<file path="src/rtl/rx4b5b_pkg.sv">
package rx4b5b_pkg;
  localparam int SYM_W = 5;
  localparam int NIB_W = 4;

  localparam logic [SYM_W-1:0] GRP_J = 5'b11000;
  localparam logic [SYM_W-1:0] GRP_K = 5'b10001;
  localparam logic [SYM_W-1:0] GRP_T = 5'b01101;
  localparam logic [SYM_W-1:0] GRP_R = 5'b00111;
  localparam logic [NIB_W-1:0] NIB_PRE = 4'b0101;

  // control -> datapath, at most one high per cycle
  typedef struct packed {
    logic lock;     // start delimiter accepted
    logic advance;  // shift one code-group through the output stage
    logic finish;   // end delimiter, close frame
    logic abort;    // link or signal lost
  } ctlStrobe_t;

  // datapath -> control
  typedef struct packed {
    logic match;    // qualified J/K in window this cycle
    logic grpDone;  // code-group boundary reached this cycle
    logic endSeen;  // held group is T and the completing one is R
  } dpStatus_t;

  typedef struct packed {
    logic [NIB_W-1:0] nib;
    logic             bad;
    logic             isT;
  } grp_t;

  function automatic grp_t decodeGroup(input logic [SYM_W-1:0] g);
    grp_t r;
    r.bad = 1'b0;
    r.isT = (g == GRP_T);
    unique case (g)
      5'b11110: r.nib = 4'h0;
      5'b01001: r.nib = 4'h1;
      5'b10100: r.nib = 4'h2;
      5'b10101: r.nib = 4'h3;
      5'b01010: r.nib = 4'h4;
      5'b01011: r.nib = 4'h5;
      5'b01110: r.nib = 4'h6;
      5'b01111: r.nib = 4'h7;
      5'b10010: r.nib = 4'h8;
      5'b10011: r.nib = 4'h9;
      5'b10110: r.nib = 4'hA;
      5'b10111: r.nib = 4'hB;
      5'b11010: r.nib = 4'hC;
      5'b11011: r.nib = 4'hD;
      5'b11100: r.nib = 4'hE;
      5'b11101: r.nib = 4'hF;
      default: begin
        r.nib = '0;
        r.bad = 1'b1;
      end
    endcase
    return r;
  endfunction
endpackage

</file>
<file path="src/rtl/rx4b5b_datapath.sv">
module rx4b5b_datapath
  import rx4b5b_pkg::*;
#(
  parameter int IDLE_BITS = 10
) (
  input  logic             clk,
  input  logic             rstN,
  input  logic             bitEn,
  input  logic             rxBit,
  input  ctlStrobe_t       ctl,
  output dpStatus_t        st,
  output logic [NIB_W-1:0] rxd,
  output logic             rxDv,
  output logic             rxEr,
  output logic             symStrobe
);
  localparam int DELIM_W = 2 * SYM_W;
  localparam int WIN_W   = DELIM_W + IDLE_BITS;
  localparam int CNT_W   = $clog2(SYM_W);
  localparam logic [CNT_W-1:0] CNT_LAST = CNT_W'(SYM_W - 1);

  logic [WIN_W-1:0] win;
  logic [WIN_W-1:0] nextWin;
  logic [CNT_W-1:0] bitCnt;
  logic             idleOk;
  logic             delimHit;
  grp_t             curGrp;
  grp_t             held;

  assign nextWin = {win[WIN_W-2:0], rxBit};

  always_ff @(posedge clk or negedge rstN) begin
    if (!rstN) win <= '0;
    else if (bitEn) win <= nextWin;
  end

  generate
    if (IDLE_BITS > 0) begin : g_idleChk
      assign idleOk = &nextWin[WIN_W-1 -: IDLE_BITS];
    end else begin : g_noIdleChk
      assign idleOk = 1'b1;
    end
  endgenerate

  assign delimHit = (nextWin[DELIM_W-1:0] == {GRP_J, GRP_K});
  assign curGrp   = decodeGroup(nextWin[SYM_W-1:0]);

  assign st.match   = bitEn && delimHit && idleOk;
  assign st.grpDone = bitEn && (bitCnt == CNT_LAST);
  assign st.endSeen = held.isT && (nextWin[SYM_W-1:0] == GRP_R);

  always_ff @(posedge clk or negedge rstN) begin
    if (!rstN) bitCnt <= '0;
    else if (ctl.lock) bitCnt <= '0;
    else if (bitEn) bitCnt <= (bitCnt == CNT_LAST) ? '0 : bitCnt + CNT_W'(1);
  end

  always_ff @(posedge clk or negedge rstN) begin
    if (!rstN) begin
      held      <= '0;
      rxd       <= '0;
      rxDv      <= 1'b0;
      rxEr      <= 1'b0;
      symStrobe <= 1'b0;
    end else begin
      symStrobe <= 1'b0;
      if (ctl.abort) begin
        held <= '0;
        rxd  <= '0;
        rxDv <= 1'b0;
        rxEr <= 1'b0;
      end else if (ctl.lock) begin
        held      <= '{nib: NIB_PRE, bad: 1'b0, isT: 1'b0};
        rxd       <= NIB_PRE;
        rxDv      <= 1'b1;
        rxEr      <= 1'b0;
        symStrobe <= 1'b1;
      end else if (ctl.advance) begin
        held      <= curGrp;
        rxd       <= held.isT ? '0 : held.nib;
        rxEr      <= held.bad || held.isT;
        rxDv      <= 1'b1;
        symStrobe <= 1'b1;
      end else if (ctl.finish) begin
        held      <= '0;
        rxd       <= '0;
        rxDv      <= 1'b0;
        rxEr      <= 1'b0;
        symStrobe <= 1'b1;
      end
    end
  end
endmodule

</file>
<file path="src/rtl/rx4b5b_ctrl.sv">
module rx4b5b_ctrl
  import rx4b5b_pkg::*;
(
  input  logic       clk,
  input  logic       rstN,
  input  logic       linkOk,
  input  logic       sigDet,
  input  dpStatus_t  st,
  output ctlStrobe_t ctl
);
  typedef enum logic {ST_HUNT, ST_RUN} state_t;

  state_t state;
  state_t nextState;
  logic   linkGood;

  assign linkGood = linkOk && sigDet;

  always_comb begin
    ctl       = '0;
    nextState = state;
    unique case (state)
      ST_HUNT: begin
        if (linkGood && st.match) begin
          ctl.lock  = 1'b1;
          nextState = ST_RUN;
        end
      end
      ST_RUN: begin
        if (!linkGood) begin
          ctl.abort = 1'b1;
          nextState = ST_HUNT;
        end else if (st.grpDone && st.endSeen) begin
          ctl.finish = 1'b1;
          nextState  = ST_HUNT;
        end else if (st.grpDone) begin
          ctl.advance = 1'b1;
        end
      end
      default: nextState = ST_HUNT;
    endcase
  end

  always_ff @(posedge clk or negedge rstN) begin
    if (!rstN) state <= ST_HUNT;
    else state <= nextState;
  end
endmodule

</file>
<file path="src/rtl/rx4b5b_decoder.sv">
module rx4b5b_decoder
  import rx4b5b_pkg::*;
#(
  parameter int IDLE_BITS = 10
) (
  input  logic       clk,
  input  logic       rstN,
  input  logic       bitEn,
  input  logic       rxBit,
  input  logic       linkOk,
  input  logic       sigDet,
  output logic [3:0] rxd,
  output logic       rxDv,
  output logic       rxEr,
  output logic       symStrobe
);
  ctlStrobe_t ctl;
  dpStatus_t  st;

  rx4b5b_ctrl u_ctrl (
    .clk    (clk),
    .rstN   (rstN),
    .linkOk (linkOk),
    .sigDet (sigDet),
    .st     (st),
    .ctl    (ctl)
  );

  rx4b5b_datapath #(.IDLE_BITS(IDLE_BITS)) u_dp (
    .clk       (clk),
    .rstN      (rstN),
    .bitEn     (bitEn),
    .rxBit     (rxBit),
    .ctl       (ctl),
    .st        (st),
    .rxd       (rxd),
    .rxDv      (rxDv),
    .rxEr      (rxEr),
    .symStrobe (symStrobe)
  );
endmodule

</file>
<file path="config.mk">
export PLATFORM = sky130hd
export DESIGN_NAME = rx4b5b_decoder
export DESIGN_NICKNAME = d
export VERILOG_FILES = /design/src/rtl/rx4b5b_pkg.sv /design/src/rtl/rx4b5b_datapath.sv /design/src/rtl/rx4b5b_ctrl.sv /design/src/rtl/rx4b5b_decoder.sv
export SDC_FILE = /design/constraint.sdc
export NUM_CORES = 1
export LEC_CHECK = 0
export BUFFER_PORTS_ARGS = -buffer_cell sky130_fd_sc_hd__buf_2
export CORE_MARGIN = 3
export CORE_UTILIZATION = 25
export DETAILED_ROUTE_END_ITERATION = 8
export GPL_ROUTABILITY_DRIVEN = 0
export GPL_TIMING_DRIVEN = 0
export MAX_ROUTING_LAYER = met4
export PLACE_DENSITY_LB_ADDON = 0.1
export SYNTH_ARGS = -nofsm -noshare
export SYNTH_HDL_FRONTEND = slang
export SYNTH_HIERARCHICAL = 1
export SYNTH_SLANG_ARGS = --single-unit
</file>
<file path="constraint.sdc">
create_clock -name clk -period 2.8 [get_ports clk]
set_input_delay 0.28 -clock clk [delete_from_list [all_inputs] [get_ports clk]]
set_output_delay 0.28 -clock clk [all_outputs]
set_load 0.01 [all_outputs]
</file>
==> results.json, run 1 <==
{
  "ir_drop_mv": 0.288,
  "synth_edf_count": 0,
  "startpoint": "u_dp/win[0]",
  "fin_crit_ns": 2.38,
  "yosysWarnings": 6,
  "finalNetCount": 177,
  "gr-usage-met2": 0.161,
  "worst_clock_skew_ns": 0.0108,
  "drt_pass1_iterations": 4,
  "power_density_nw_per_um2": 713,
  "synthDistinctLibCells": 39,
  "critPathKind": "reg -> reg",
  "synth-simple-area-share": 0.165,
  "worstMarginPinSlew_ns": 0.819,
  "fillerInstances": 687,
  "area_growth_pct": 14.0,
  "ctsHtreeMaxLevel": 2,
  "finalHoldViolCount": 0,
  "cap_violations": 0,
  "fin_crit_sh": 0.851,
  "drive_above_1_share": 0.318,
  "start_util": 0.264,
  "cts.sinks": 36,
  "detail-route-antenna-nets": 0,
  "finalSetupTns_ns": 0,
  "arrival_ns": 2.55,
  "wl_per_cell_um": 13.9,
  "grt_antenna_before_repair": 0,
  "vias": 1172,
  "core.rowCount": 29,
  "cts_buffer_depth": 2,
  "die_area_um2": 7930,
  "ctsResizeCount": 0,
  "grt_pass1_wl_mm": 5.84,
  "cts_tree": "done",
  "grt_use_met3": 0.0276,
  "grt_max_degree": 37,
  "synth_fa_ha_area_frac": 0.0145,
  "via_per_inst": 4.74,
  "rr_endpoint": "u_dp/held[2]",
  "synth_compound_area_frac": 0.0899,
  "drt-initial-drc-count": 39,
  "io_pins": 13,
  "numCtsBuffers": 5,
  "ctsHoldBuffers": 0,
  "dpl.hpwl_mm": 2.45,
  "netlist_area_um2": 1730,
  "slew_headroom": 0.454,
  "busiest_layer": "met2",
  "postSynthCellCount": 151,
  "use_met1": 0.115,
  "synth_seq_area_share": 0.522,
  "ff2ff_setup_slack_ns": 0.42,
  "hold_class": "in -> async",
  "r2r-start": "u_dp/win[0]",
  "required_ns": 2.96,
  "rsz0062_at_grt": "no",
  "synth_top_family_by_area": "simple AND/OR/NAND/NOR gates",
  "clk_latency_ns": 0.28,
  "syn_nets": 159,
  "critical_path.max_fanout": 10,
  "ys_ff_latch": 36,
  "route.detailed.drc": 0,
  "yosys-mux-area-fraction": 0.136,
  "synth-xor-area-share": 0.0152,
  "synthArstFlopShare": 1.00,
  "diodes": 0,
  "track_usage": 0.0987,
  "critPathLaunchType": "register",
  "grt_overflow": 0,
  "port_buffers": 11,
  "endpoint_kind": "register",
  "synth_ff_type": "dfrtp_1",
  "p_leak_uw": 0.000890,
  "avgSynthCellArea_um2": 11.4,
  "die_h_um": 89.1,
  "die_w_um": 89.1,
  "wirelength_mm": 3.44,
  "maxSlewViolCount": 0,
  "clk_pin_slew_ns": 0.07,
  "cts-root-buf": "clkbuf_8",
  "p_total_uw": 1400,
  "fmax_mhz": 420,
  "rr_worst_depth": 8,
  "outcome": "finished, final reports clean",
  "first_global_vias": 1270,
  "setup_viol": 0,
  "cts_setup_buffers": 0,
  "fp.coreArea_um2": 6530
}
==> power by group <==
part	internal, µW	switching [µW]
Combinational	165	124
Sequential	648	91.3
Clock	201	173
Total	1010	389
==> cell usage after synthesis (3+ instances only) <==
library cell  count  area share
buf_2             5       0.015
nor2b_1           3       0.011
nor3_1            4       0.012
nand4_1           3       0.011
nor2_1           17       0.037
a21oi_1           5       0.015
buf_6             3       0.020
dfrtp_1          36        0.52
mux2_2           20        0.13
inv_1             5       0.011
xnor2_1           3       0.015
nand2_1           9       0.020
==> layout by cell type (no fill, tap or decap), types with 3 or more instances in the layout <==
cell type	count
nand4_1	3
nor2_1	17
nand2_1	9
mux2_2	20
nor2b_1	3
buf_6	3
inv_1	5
dfrtp_1	36
clkbuf_8	7
buf_2	16
a21oi_1	5
nor3_1	4
xnor2_1	3
==> flip-flops by register name, indices dropped and copies added (netlist names) <==
register / flops
u_dp/rxDv: 1
u_dp/held: 6
u_dp/symStrobe: 1
u_dp/bitCnt: 3
u_dp/win: 19
u_ctrl/state: 1
u_dp/rxEr: 1
u_dp/rxd: 4
==> area by class of cell <==
type / count / area [µm²] / area share
sequential: 36 / 901 / 0.458
multi-input combinational: 100 / 726 / 0.369
buffer: 10 / 80.1 / 0.0407
tap: 77 / 96.3 / 0.0490
timing repair buffer: 11 / 55.1 / 0.0280
clock buffer: 8 / 90.1 / 0.0458
inverter: 5 / 18.8 / 0.00954
==> per-stage QoR <==
step                hold slack, ns  setup WS (ns)  utilization  instances  cell area, µm²
floorplan                  -0.0156          0.874            -        151            1730
global placement             0.417          0.451        0.287        239            1880
detailed placement           0.430          0.426        0.287        239            1880
CTS                          0.119          0.415        0.301        247            1970
global route                 0.165         0.0869        0.301        247            1970
finish                      0.0898          0.416        0.301        247            1970
==> cells by family (layout without fill, tap and decap cells) <==
logic type | Yosys count | in the layout
buffers and inverters | 15 | 34
and+or+nand+nor | 53 | 53
DFF | 36 | 36
AOI/OAI and AO/OA | 21 | 21
muxes | 21 | 21
adders and majority gates | 2 | 2
xor gates and xnor gates | 3 | 3
==> worst max-delay path, cell delays in order (launching register included) <==
cell,delay [ns]
dfrtp_1,0.46
buf_6,0.18
nand4b_1,0.10
nor2_1,0.19
inv_1,0.06
nor3_1,0.54
nor2_2,0.21
a2111oi_1,0.46
nor2_1,0.07
==> metal layers <==
layer	share of wire	vias up
met5	0	-
met4	0.010	0
met3	0.032	5
met2	0.47	18
met1	0.48	577
li1	-	572
==> how the worst max path moves through the flow <==
stage                              end  depth (start not counted)
final                     u_dp/held[2]                          8
after global routing      u_dp/held[2]                          8
after CTS                 u_dp/held[2]                          8
after detailed placement  u_dp/held[2]                          8
after global placement    u_dp/held[2]                          8
after floorplan           u_dp/held[2]                          8
Note: power is estimated with default switching activity, not from simulation.
==> run 2, diff against run 1 <==
- REMOVE_ABC_BUFFERS: default -> 1
==> run 2 against run 1 <==
Core utilization fell by 0.96 points; non-clock buffer count fell by 8; count of clock-buffer cells in the layout did not move; clock skew fell by 0.0052 ns; first-iteration DRC count rose by 79%; die area did not move; highest routed layer unchanged.
==> results.json, run 2 (synthesis results as in run 1) <==
{
  "outcome": "finished, final reports clean",
  "die_area_um2": 7930,
  "critPathSlowestCell": "nor3b_2",
  "via_per_inst": 4.79,
  "finalNetCount": 169,
  "top_register": "u_dp/win",
  "grt_pass1_wl_mm": 5.60,
  "core.rowCount": 29,
  "slowest_delay_ns": 0.63,
  "cts.sinks": 36,
  "track_usage": 0.0949,
  "finalHoldViolCount": 0,
  "die_w_um": 89.1,
  "numCtsBuffers": 5,
  "critPathLaunchType": "register",
  "io_pins": 13,
  "critPathTopFamily": "simple AND/OR/NAND/NOR gates",
  "worstMarginPinSlew_ns": 0.803,
  "fp.coreArea_um2": 6530,
  "port_buffers": 12,
  "combPwrFrac": 0.172,
  "critical_path.max_fanout": 14,
  "critPathKind": "reg -> reg",
  "rsz0062_at_grt": "no",
  "largest_register_ffs": 19,
  "wl_per_cell_um": 13.7,
  "die_h_um": 89.1,
  "final_cell_mix": "dfrtp_1 (36), mux2_2 (20), nor2_1 (17)",
  "clk_latency_ns": 0.28,
  "dpl.hpwl_mm": 2.25,
  "p_leak_uw": 0.000847,
  "route.detailed.drc": 0,
  "power_frac_seq": 0.558,
  "drt-initial-drc-count": 70,
  "grt_overflow": 0,
  "finalInstanceArea_um2": 1900,
  "vias": 1145,
  "hold_class": "in -> async",
  "cts_buffer_depth": 2,
  "p_sw_uw": 371,
  "diodes": 0,
  "cp_cell_sequence": "and2b_1, nand4_1, nor4_1, nor3b_2, or2_1, a211oi_1",
  "arrival_ns": 2.74,
  "maxSlewViolCount": 0,
  "wirelength_mm": 3.29,
  "ctsHoldBuffers": 0,
  "setup_viol": 0,
  "final_common_cell": "dfrtp_1",
  "drt_pass1_iterations": 4,
  "cap_violations": 0,
  "drive_above_1_share": 0.290,
  "hold_ws_ns": 0.0866,
  "pre_cts_ws_ns": -0.159,
  "clk_pin_slew_ns": 0.07,
  "worst_clock_skew_ns": 0.00563,
  "power_density_nw_per_um2": 716,
  "fillerInstances": 700,
  "first_global_vias": 1167,
  "swShare": 0.272,
  "ir_drop_mv": 0.288,
  "fmax_mhz": 387,
  "placed_area_um2": 1810,
  "fin_crit_sh": 0.923,
  "area_growth_pct": 10.4,
  "cts_tree": "done",
  "worst_slack_ns": 0.216,
  "required_ns": 2.95,
  "detail-route-antenna-nets": 0,
  "ctsResizeCount": 1,
  "fin_cells": 239,
  "cts-root-buf": "clkbuf_8",
  "top_regs": "u_dp/win (19), u_dp/held (6), u_dp/rxd (4)",
  "grt_max_degree": 37,
  "slew_headroom": 0.464,
  "cts_setup_buffers": 0,
  "start_util": 0.264,
  "grt_antenna_before_repair": 0,
  "fin_crit_ns": 2.58,
  "clkPwrFrac": 0.270,
  "endpoint_kind": "register",
  "ctsHtreeMaxLevel": 2,
  "p_int_uw": 993,
  "critPathBufInv": 0,
  "place_inst": 231
}
[run 2: power by group through the flow]
stage	logic [µW]	registers (µW)	clock network [µW]
2_1_floorplan	192	734	0
3_3_place_gp	228	767	0
3_5_place_dp	237	772	0
4_1_cts	239	762	389
5_1_grt	265	780	406
6_report	235	761	368
[run 2: worst paths after layout]
check | startpoint | to | slack, ns | cells after the start
max | u_dp/win[0] | u_dp/rxEr | 0.22 | 6
min | rstN | u_dp/bitCnt[2] | 0.09 | 1
max reg2reg | u_dp/win[0] | u_dp/rxEr | 0.22 | 6
min reg2reg | u_dp/win[18] | u_dp/win[18] | 0.51 | 1
max in group asynchronous | rstN | u_dp/win[10] | 2.20 | 1
min in group clk | sigDet | u_ctrl/state | 0.29 | 3
[run 2: metrics by stage]
step / util / setup TNS [ns] / total power (µW)
2_1_floorplan: - / 0 / 926
3_3_place_gp: 0.276 / -1.94 / 995
3_5_place_dp: 0.277 / -1.02 / 1010
4_1_cts: 0.292 / 0 / 1390
5_1_grt: 0.292 / 0 / 1450
6_report: 0.292 / 0 / 1360
[run 2: worst register-to-register path: cells and delay by family (launching register included)]
kind / cells / cell delay, ns
flip-flops: 1 / 0.55
AO/OA/AOI/OAI: 1 / 0.09
AND/OR/NAND/NOR: 5 / 1.83
[run 2: routing by layer]
metal,global-route usage,wire (µm),up-vias
li1,-,-,558
met1,0.122,1610,555
met2,0.142,1470,27
met3,0.0276,166,5
met4,0.0365,39,0
met5,-,0,-
[run 2: layout make-up]
cell class                 instances  area (µm²)  share of cell area
clock buffer                       8        90.1              0.0473
sequential                        36         901               0.473
multi-input combinational        100         731               0.384
timing repair buffer              13        67.6              0.0355
tap                               77        96.3              0.0506
inverter                           5        18.8             0.00986
==> run 3, diff against run 2 <==
- PLACE_DENSITY_LB_ADDON: 0.1 -> default
==> run 3 against run 2 <==
Sequential cell count did not move; power fell by 1.9%; core utilization fell by 0.23 points; clock skew fell by 0.00070 ns; combinational power barely moved; maximum frequency rose by 4.7%; first-iteration DRC count rose by 14%; die area did not move.
==> results.json, run 3 (synthesis results as in run 1) <==
{
  "fin_crit_ns": 2.47,
  "track_usage": 0.0899,
  "outcome": "finished, final reports clean",
  "rr_worst_depth": 8,
  "io_pins": 13,
  "first_global_vias": 1130,
  "start_util": 0.264,
  "critPathLaunchType": "register",
  "via_per_inst": 4.81,
  "numCtsBuffers": 5,
  "r2r-start": "u_dp/bitCnt[0]",
  "critPathKind": "reg -> reg",
  "wl_met3_um": 156,
  "final_common_cell": "dfrtp_1",
  "drt-initial-drc-count": 80,
  "grt_antenna_before_repair": 0,
  "cts.sinks": 36,
  "clk_pin_slew_ns": 0.07,
  "wl_per_cell_um": 13.0,
  "clk_latency_ns": 0.29,
  "power_density_nw_per_um2": 708,
  "finalHoldViolCount": 0,
  "fillerInstances": 680,
  "vias": 1141,
  "detail-route-antenna-nets": 0,
  "ir_drop_mv": 0.173,
  "wirelength_mm": 3.08,
  "port_buffers": 12,
  "ctsHtreeMaxLevel": 2,
  "grt_pass1_wl_mm": 5.23,
  "hold_ws_ns": 0.0684,
  "dpl.hpwl_mm": 2.03,
  "maxSlewViolCount": 0,
  "hold_class": "in -> async",
  "worstMarginPinSlew_ns": 0.831,
  "finalNetCount": 168,
  "fin_crit_sh": 0.881,
  "fin_util": 0.289,
  "p_leak_uw": 0.000838,
  "ff2ff_setup_slack_ns": 0.33,
  "grt_overflow": 0,
  "fmax_mhz": 405,
  "route.detailed.drc": 0,
  "wl_met1_mm": 1.47,
  "endpoint_kind": "register",
  "area_growth_pct": 9.50,
  "die_area_um2": 7930,
  "drive_above_1_share": 0.294,
  "largest_register_ffs": 19,
  "die_w_um": 89.1,
  "arrival_ns": 2.63,
  "cts_buffer_depth": 2,
  "grt_max_degree": 37,
  "setup_viol": 0,
  "top_register": "u_dp/win",
  "required_ns": 2.96,
  "rr_endpoint": "u_dp/held[2]",
  "route.top_layer_used": "met4",
  "final_cell_mix": "dfrtp_1 (36), mux2_2 (20), nor2_1 (17)",
  "diodes": 0,
  "met2_length_mm": 1.38,
  "startpoint": "u_dp/bitCnt[0]",
  "cts_tree": "done",
  "slew_headroom": 0.443,
  "core.rowCount": 29,
  "critical_path.max_fanout": 13,
  "drt_pass1_iterations": 4,
  "worst_clock_skew_ns": 0.00493,
  "cap_violations": 0,
  "cts-root-buf": "clkbuf_8",
  "die_h_um": 89.1,
  "fp.coreArea_um2": 6530,
  "top_regs": "u_dp/win (19), u_dp/held (6), u_dp/rxd (4)"
}
-- run 3: cell count changes in the layout (fill, tap and decap cells not counted), sizes merged --
cell | before | now
clkinv | 0 | 1
buf | 13 | 12
clkbuf | 8 | 6
-- run 3: layout make-up --
type                       instances  area [µm²]  share of cell area
sequential                        36         901               0.477
multi-input combinational        100         736               0.389
timing repair buffer              12        60.1              0.0318
clock inverter                     1        5.00             0.00265
clock buffer                       6        72.6              0.0384
inverter                           5        18.8             0.00993
tap                               77        96.3              0.0510
-- run 3: worst max-delay path by stage --
stage | to | slack [ns] | cells past startpoint
2_1_floorplan | u_dp/held[2] | 0.44 | 8
3_3_place_gp | u_dp/held[2] | -0.23 | 7
3_5_place_dp | u_dp/held[2] | -0.21 | 7
4_1_cts | u_dp/rxEr | 0.04 | 6
5_1_grt | u_dp/rxEr | -0.01 | 6
6_report | u_dp/held[2] | 0.33 | 8
-- run 3: where the power goes --
group	switching [µW]	total, µW	internal [µW]
combinational	89.3	233	144
sequential	116	763	647
clock	173	342	169
-- run 3: what timing repair did --
action / CTS / global route
buffers inserted: 0 / 0
pin swaps: 0 / 0
resized for setup: 1 / 1
setup endpoints to repair: 1 / 16
hold buffers: 0 / 0
-- run 3: worst max-delay path, stage by stage (launching register included) --
cell and delay, ns:
dfrtp_1 0.38, inv_1 0.08, ha_1 0.18, and3_1 0.21, nand2_1 0.09, nor3_2 0.64
nor2_2 0.24, a2111oi_1 0.44, nor2_1 0.07
-- run 3: per-layer routing --
layer  track usage  up-vias
met5             -        -
met4        0.0447        0
met3        0.0387        6
met2         0.130       18
met1         0.107      571
li1              -      546
-- run 3: per-stage QoR --
step                      setup WS (ns)  power, µW  TNS, ns  cells  instance area (µm²)
after floorplan                   0.435        926        0    141                 1650
after global placement           -0.229        993   -0.717    230                 1800
after detailed placement         -0.210       1010   -0.541    230                 1800
after CTS                        0.0367       1360        0    237                 1880
after global routing            -0.0136       1420  -0.0153    237                 1890
final                             0.333       1340        0    237                 1890
